## config.mk

```make
export PLATFORM = sky130hd
export DESIGN_NAME = irq_entry_seq
export DESIGN_NICKNAME = d
export VERILOG_FILES = /design/src/rtl/irq_seq_pkg.sv /design/src/rtl/irq_req_front.sv /design/src/rtl/entry_bus_drive.sv /design/src/rtl/irq_entry_seq.sv
export SDC_FILE = /design/constraint.sdc
export NUM_CORES = 1
export LEC_CHECK = 0
export BUFFER_PORTS_ARGS = -buffer_cell sky130_fd_sc_hd__buf_4
export CAP_MARGIN = 20
export CORE_MARGIN = 2
export CORE_UTILIZATION = 52
export DETAILED_ROUTE_END_ITERATION = 16
export GPL_TIMING_DRIVEN = 0
export HOLD_SLACK_MARGIN = 0.02
export PLACE_DENSITY_LB_ADDON = 0.25
export SYNTH_ARGS = -nofsm -noshare
export SYNTH_HDL_FRONTEND = slang
export SYNTH_SLANG_ARGS = --single-unit
```

## constraint.sdc

```tcl
create_clock -name clk -period 3.25 [get_ports clk]
set_input_delay 0.1625 -clock clk [delete_from_list [all_inputs] [get_ports clk]]
set_output_delay 0.1625 -clock clk [all_outputs]
set_load 0.02 [all_outputs]
```

## src/rtl/irq_seq_pkg.sv

```systemverilog
package irq_seq_pkg;

    // Entry steps; order is the bus order of the sequence
    typedef enum logic [2:0] {
        ST_WAIT0   = 3'd0,
        ST_WAIT1   = 3'd1,
        ST_PUSH_HI = 3'd2,
        ST_PUSH_LO = 3'd3,
        ST_PUSH_P  = 3'd4,
        ST_VEC_LO  = 3'd5,
        ST_VEC_HI  = 3'd6
    } step_e;

    localparam int I_BIT = 2;   // interrupt-disable
    localparam int B_BIT = 4;   // break marker
    localparam int U_BIT = 5;   // always-one bit in the stacked copy

endpackage

```

## src/rtl/irq_req_front.sv

```systemverilog
module irq_req_front
    import irq_seq_pkg::*;
(
    input  logic clk,
    input  logic rst_n,
    input  logic irq_n,
    input  logic nmi_n,
    input  logic accept,
    input  logic i_flag,
    input  logic clr_nmi,
    output logic take_nmi,
    output logic take_irq
);

    typedef struct packed {
        logic prev;
        logic pend;
    } front_t;

    front_t front_d, front_q;
    logic   nmi_act, irq_act, nmi_edge, nmi_req;

    always_comb begin
        nmi_act  = ~nmi_n;
        irq_act  = ~irq_n;
        nmi_edge = nmi_act & ~front_q.prev;
        nmi_req  = front_q.pend | nmi_edge;
        take_nmi = accept & nmi_req;
        take_irq = accept & ~nmi_req & irq_act & ~i_flag;

        front_d      = front_q;
        front_d.prev = nmi_act;
        // a fresh edge wins over the clear
        front_d.pend = nmi_edge | (front_q.pend & ~clr_nmi);
    end

    always_ff @(posedge clk) begin
        if (!rst_n) begin
            front_q.prev <= ~nmi_n;   // track the pin through reset
            front_q.pend <= 1'b0;
        end else begin
            front_q <= front_d;
        end
    end

endmodule

```

## src/rtl/entry_bus_drive.sv

```systemverilog
module entry_bus_drive
    import irq_seq_pkg::*;
#(
    parameter int                DATA_W     = 8,
    parameter logic [DATA_W-1:0] STACK_PAGE = 8'h01,
    localparam int               ADDR_W     = 2 * DATA_W
) (
    input  logic              active,
    input  step_e             step,
    input  logic [ADDR_W-1:0] ret_pc,
    input  logic [DATA_W-1:0] sp,
    input  logic [DATA_W-1:0] stat,
    input  logic [ADDR_W-1:0] vec,
    output logic [ADDR_W-1:0] addr,
    output logic [DATA_W-1:0] wdata,
    output logic              we,
    output logic              re
);

    logic [DATA_W-1:0] stacked;

    always_comb begin
        stacked        = stat;
        stacked[U_BIT] = 1'b1;
        stacked[B_BIT] = 1'b0;

        addr  = '0;
        wdata = '0;
        we    = 1'b0;
        re    = 1'b0;
        if (active) begin
            case (step)
                ST_PUSH_HI: begin
                    addr  = {STACK_PAGE, sp};
                    wdata = ret_pc[ADDR_W-1 -: DATA_W];
                    we    = 1'b1;
                end
                ST_PUSH_LO: begin
                    addr  = {STACK_PAGE, sp};
                    wdata = ret_pc[DATA_W-1:0];
                    we    = 1'b1;
                end
                ST_PUSH_P: begin
                    addr  = {STACK_PAGE, sp};
                    wdata = stacked;
                    we    = 1'b1;
                end
                ST_VEC_LO: begin
                    addr = vec;
                    re   = 1'b1;
                end
                ST_VEC_HI: begin
                    addr = vec + {{(ADDR_W-1){1'b0}}, 1'b1};
                    re   = 1'b1;
                end
                default: ;
            endcase
        end
    end

endmodule

```

## src/rtl/irq_entry_seq.sv

```systemverilog
module irq_entry_seq
    import irq_seq_pkg::*;
#(
    parameter int                  DATA_W     = 8,
    parameter logic [DATA_W-1:0]   STACK_PAGE = 8'h01,
    parameter logic [2*DATA_W-1:0] NMI_VEC    = 16'hFFFA,
    parameter logic [2*DATA_W-1:0] IRQ_VEC    = 16'hFFFE,
    localparam int                 ADDR_W     = 2 * DATA_W
) (
    input  logic              clk,
    input  logic              rst_n,
    input  logic              irq_n,
    input  logic              nmi_n,
    input  logic              boundary,
    input  logic [ADDR_W-1:0] pc_in,
    input  logic [DATA_W-1:0] sp_in,
    input  logic [DATA_W-1:0] p_in,
    output logic [ADDR_W-1:0] mem_addr,
    output logic [DATA_W-1:0] mem_wdata,
    output logic              mem_we,
    output logic              mem_re,
    input  logic [DATA_W-1:0] mem_rdata,
    output logic              busy,
    output logic              load,
    output logic [ADDR_W-1:0] pc_out,
    output logic [DATA_W-1:0] sp_out,
    output logic [DATA_W-1:0] p_out
);

    localparam logic [DATA_W-1:0] SP_STEP = {{(DATA_W-1){1'b0}}, 1'b1};

    typedef struct packed {
        logic              busy;
        step_e             step;
        logic              is_nmi;
        logic [ADDR_W-1:0] pc;
        logic [DATA_W-1:0] sp;
        logic [DATA_W-1:0] p;
        logic [DATA_W-1:0] lo;
        logic              load;
    } seq_t;

    seq_t              seq_d, seq_q;
    logic              accept, take_nmi, take_irq, clr_nmi;
    logic [ADDR_W-1:0] vec;

    assign accept  = boundary & ~seq_q.busy;
    assign clr_nmi = seq_q.busy & seq_q.is_nmi & (seq_q.step == ST_VEC_LO);
    assign vec     = seq_q.is_nmi ? NMI_VEC : IRQ_VEC;

    irq_req_front i_front (
        .clk      (clk),
        .rst_n    (rst_n),
        .irq_n    (irq_n),
        .nmi_n    (nmi_n),
        .accept   (accept),
        .i_flag   (p_in[I_BIT]),
        .clr_nmi  (clr_nmi),
        .take_nmi (take_nmi),
        .take_irq (take_irq)
    );

    entry_bus_drive #(
        .DATA_W     (DATA_W),
        .STACK_PAGE (STACK_PAGE)
    ) i_bus (
        .active (seq_q.busy),
        .step   (seq_q.step),
        .ret_pc (seq_q.pc),
        .sp     (seq_q.sp),
        .stat   (seq_q.p),
        .vec    (vec),
        .addr   (mem_addr),
        .wdata  (mem_wdata),
        .we     (mem_we),
        .re     (mem_re)
    );

    always_comb begin
        seq_d      = seq_q;
        seq_d.load = 1'b0;
        if (!seq_q.busy) begin
            if (take_nmi || take_irq) begin
                seq_d.busy   = 1'b1;
                seq_d.step   = ST_WAIT0;
                seq_d.is_nmi = take_nmi;
                seq_d.pc     = pc_in;
                seq_d.sp     = sp_in;
                seq_d.p      = p_in;
            end
        end else begin
            case (seq_q.step)
                ST_WAIT0:   seq_d.step = ST_WAIT1;
                ST_WAIT1:   seq_d.step = ST_PUSH_HI;
                ST_PUSH_HI: begin
                    seq_d.sp   = seq_q.sp - SP_STEP;
                    seq_d.step = ST_PUSH_LO;
                end
                ST_PUSH_LO: begin
                    seq_d.sp   = seq_q.sp - SP_STEP;
                    seq_d.step = ST_PUSH_P;
                end
                ST_PUSH_P: begin
                    seq_d.sp   = seq_q.sp - SP_STEP;
                    seq_d.step = ST_VEC_LO;
                end
                ST_VEC_LO: begin
                    seq_d.lo   = mem_rdata;
                    seq_d.step = ST_VEC_HI;
                end
                ST_VEC_HI: begin
                    seq_d.pc       = {mem_rdata, seq_q.lo};
                    seq_d.p[I_BIT] = 1'b1;
                    seq_d.busy     = 1'b0;
                    seq_d.load     = 1'b1;
                    seq_d.step     = ST_WAIT0;
                end
                default: begin
                    seq_d.busy = 1'b0;
                    seq_d.step = ST_WAIT0;
                end
            endcase
        end
    end

    always_ff @(posedge clk) begin
        if (!rst_n) begin
            seq_q <= '0;
        end else begin
            seq_q <= seq_d;
        end
    end

    assign busy   = seq_q.busy;
    assign load   = seq_q.load;
    assign pc_out = seq_q.pc;
    assign sp_out = seq_q.sp;
    assign p_out  = seq_q.p;

endmodule

```

; Yosys cells after proc, flatten, opt, wreduce, memory -nomap -nowiden
; Index checks and enable logic that the tools add are counted.
[totals]
register_bits = 48
input_bits = 45
output_inout_bits = 60
wordCells = 69
[op_classes]
n_addsub = 2
eq_ne = 8
mux = 19
bitwise_logic = 18
reduce_logical = 11
[ops]
columns = op, n
row1 = case mux 16 bit (3 select lines), 1
row2 = 2-to-1 mux 37 bit, 1
row3 = 2-to-1 mux 16 bit, 2
row4 = 2-to-1 mux 24 bit, 1
row5 = case mux 8 bit (3 select lines), 1
row6 = case mux 3 bit (6 select lines), 1
row7 = 2-to-1 mux 8 bit, 2
row8 = AND reduction 2 bit, 5
row9 = AND 1 bit, 9
row10 = "== test 3 bit, second input constant", 3
row11 = 2-to-1 mux 1 bit, 8
row12 = "subtractor 8 x 1 -> 8 bit, second input constant", 1
row13 = inverter 1 bit, 7
row14 = "== test 3 x 2 -> 1 bit, second input constant", 2
row15 = OR reduction 6 bit, 1
row16 = "adder 4 x 2 -> 5 bit, second input constant", 1
row17 = 2-to-1 mux 4 bit, 1
row18 = "== test 3 x 1 -> 1 bit, second input constant", 1
row19 = logical NOT 3 bit, 1
row20 = 2-to-1 mux 3 bit, 1
row21 = OR reduction 3 bit, 1
row22 = "!= test 2 x 1 -> 1 bit, second input constant", 1
row23 = "!= test 2 bit, second input constant", 1
row24 = bitwise OR 1 bit, 2
row25 = 3 further kinds, 3

; Depth between registers and ports, before layout
[depth]
ltp_word = 10
ltp_mapped = 7
mapped_depth_nobuf = 6

; Modules after synthesis
; Synthesis repeated with hierarchy kept, for this count alone.
[hier_totals]
cells_unflattened = 437
hier_area_um2 = 3393.3
[modules_own_cells]
columns = mod, n_inst, cells_each, area_per_inst_um2, seq_area_each_um2
row1 = irq_entry_seq, 1, 271, 2280.9, 920.9
row2 = entry_bus_drive, 1, 157, 1022.2, 0.0
row3 = irq_req_front, 1, 9, 90.1, 40.0

; Worst setup path after synthesis
; Ideal clock, no wire load.
[synth_path]
kind = flip-flop to output port
start = reg seq_q (netlist bit busy)
end = out mem_wdata[4]
arrival_ps = 1712
t_required_ps = 3087
setup_slack_ps = 1375
stages_incl_launch_ff = 5
n_path_buf = 2
path_cell_list = dfxtp_1 > clkbuf_1 > inv_1 > clkbuf_1 > nor3_1
[synth_between]
elab_chain_len = 1
[synth_lines]
columns = item, line_no
row1 = start: declaration, irq_entry_seq.sv:43  ; seq_t seq_d, seq_q;
row2 = start signal: assignment, irq_entry_seq.sv:130  ; seq_q <= seq_d;
row3 = 2-to-1 mux 8 bit, entry_bus_drive.sv:31  ; if (active) begin
row4 = end: declaration, irq_entry_seq.sv:19  ; output logic [DATA_W-1:0] mem_wdata,
; Every way passes these cells.

; Worst setup path in the final report
; Same ends and word-level chain as after synthesis.

==> flow_summary.toml <==
[placed_design]
place_ws_ns = 1.18
globalplace.congestion = 0.819
place_hpwl_um = 5570
io_buffers = 103
placedInstanceArea_um2 = 3510
dp_cells = 507

[global_routing]
track_usage_pct = 26.8
overflow = 0
grt_max_degree = 14
antenna_found_initial = 0
grt_pass1_vias = 2434
grt_pass1_wl_um = 11600

[die]
die_area_um2 = 5680
die_w_um = 75.4
boundaryPins = 105
rows = 25
start_util_pct = 55.0
die_h_um = 75.4
core-area_um2 = 4820

[pwr]
irDropWorstVdd_uv = 342
power_density_nw_per_um2 = 372
power_leakage_nw = 1.64

[sta]
maxSlewHeadroom_pct = 60.2
tightest_slew_ns = 0.597
finalCriticalPeriod_ns = 2.52
setup_ws_ns = 0.726
rsz0062_at_grt = "false"
hold_viol_final = 0
finalCritPeriodShare_pct = 77.7
setup_viol = 0
clock_skew_ns = 0.00773
setup_tns_ns = 0
fmax_ghz = 0.396
slew_viol_final = 0

[detailed_routing]
drtIter0Drc = 326
final_antenna_net_count = 0
route.vias.total = 2825
wire_per_inst_um = 14.9
viasPerCell = 5.49
drc = 0
routed_wl_um = 7670
first_pass_iters = 7

[setup_path]
arrival_ns = 2.36
critPathKind = "reg2out"
startpoint_type = "flip-flop"
worstPathRequired_ns = 3.09
worst-r2r-setup-slack_ns = 1.30
cp_max_fo = 10
end_kind = "primary output"

[synth]
syn-cell-area_um2 = 2650
ys_types = 49
syn_inst = 337
avgSynthCellArea_um2 = 7.86
yosysWarnings = 0
yosysTopAreaCell = "dfxtp_1"
synth_edf_count = 0
async_reset_ff_share_pct = 0
synth_nets = 383
ys_top_cells_by_area = "dfxtp_1 (36%), buf_4 (11%), nand2_1 (9.5%)"
synth.top_cell.area_share_pct = 36.3
synth_flop_cell = "dfxtp_1"
yosysSeqAreaShare_pct = 36.3
ys_ff_latch = 48

[layout]
final_area_um2 = 3590
synthToLayoutAreaGrowth_pct = 35.6
drive_above_1_share_pct = 37.9
stdcell_count = 515
antenna_cells = 0
final_net_count = 494
utilization_pct = 74.6

[outcome]
status = "finished, final reports clean"

[worst_hold_path]
holdCritPathClass = "in2reg"

[clock_tree]
numCtsBuffers = 5
cts_tree = "done"
post_cts_resized = 0
clkLatencyLatePin_ns = 0.30
h-tree-depth = 2
cts.sinks = 48
clock_path_buffers = 2
clk_pin_slew_ns = 0.09
cts_root_buf = "clkbuf_8"

[run]
drv_cap = 0
-- flip-flops by register name, summed over array words and instances (netlist names) --
name and count:
pc_out 16, seq_q 12, p_out 8, sp_out 8
i_front.front_q 2, busy 1, load 1
-- what timing repair did --
action | CTS | global route
setup buffers | 0 | 0
hold endpoints to repair | 0 | 1
hold buffers | 0 | 1
-- worst max-delay path, cell delays in order (launching register included) --
cell	delay (ns)
dfxtp_1	0.59
clkbuf_1	0.44
inv_1	0.19
clkbuf_1	0.31
nor3_1	0.33
buf_4	0.20
-- cells in the mapped netlist, drive strengths merged, types with 2 or more instances --
master	instances
a21oi	49
a22oi	17
a31oi	5
and3	3
buf	52
clkbuf	9
clkinv	2
dfxtp	48
inv	6
mux2i	7
nand2	67
nand2b	3
nand3	5
nor2	19
nor2b	3
nor3	6
o211ai	4
o21ai	5
o311ai	2
or3	3
-- where the power goes --
part	leakage (nW)	internal [mW]	switching (mW)
Clock	0.0410	0.147	0.195
Combinational	1.20	0.162	0.177
Sequential	0.392	0.621	0.0349
-- final cells by class --
class                           count  area [µm²]
Timing Repair Buffer              104         783
Fill cell                         400        1220
Multi-Input combinational cell    220        1240
Inverter                            8        30.0
Buffer                             61         419
Clock buffer                        6        72.6
Sequential cell                    48         961
Tap cell                           67        83.8
Clock inverter                      1        5.00
-- per-layer routing --
metal	up-vias	wire length, µm	GRT usage, %
met2	185	3580	42.9
met5	-	0	0
met4	0	166	9.16
met1	1276	3080	35.6
li1	1345	-	-
met3	19	851	6.48
-- stage by stage --
step           hold slack (ns)  power (mW)
2_1_floorplan            0.219       0.867
3_3_place_gp             0.334       0.994
3_5_place_dp             0.340        1.00
4_1_cts                 0.0220        1.33
5_1_grt                  0.108        1.39
6_report                 0.104        1.34
-- cell families (layout without fill, tap and decap cells) --
| kind of cell | Yosys count | in the layout | synth area share, % |
|---|---|---|---|
| and+or+nand+nor | 116 | 116 | 20.4 |
| muxes | 8 | 8 | 3.07 |
| adders and majority gates | 1 | 1 | 0.472 |
| AOI/OAI and AO/OA | 95 | 95 | 22.9 |
| DFF | 48 | 48 | 36.3 |
| buffers and inverters | 69 | 180 | 16.9 |
-- path summary, 6_finish.rpt --
check        startpoint           end  cells past startpoint
max                busy  mem_wdata[4]                      5
min             p_in[0]      p_out[0]                      3
min reg2reg    p_out[5]      p_out[5]                      2
max reg2reg        busy     seq_q[42]                      5
-- cells in the final DEF (no fill, tap or decap), types with 4 or more instances in the layout --
cell type and instances:
buf_4 143, clkbuf_8 5, a21oi_1 49, clkbuf_1 10, nor3_1 6, buf_2 8, buf_6 4, inv_1 6
a22oi_1 17, nand2_1 67, mux2i_1 7, nand3_1 5, a31oi_1 5, nor2_1 18, dfxtp_1 48
No activity file was read; power rests on OpenSTA's default activity.
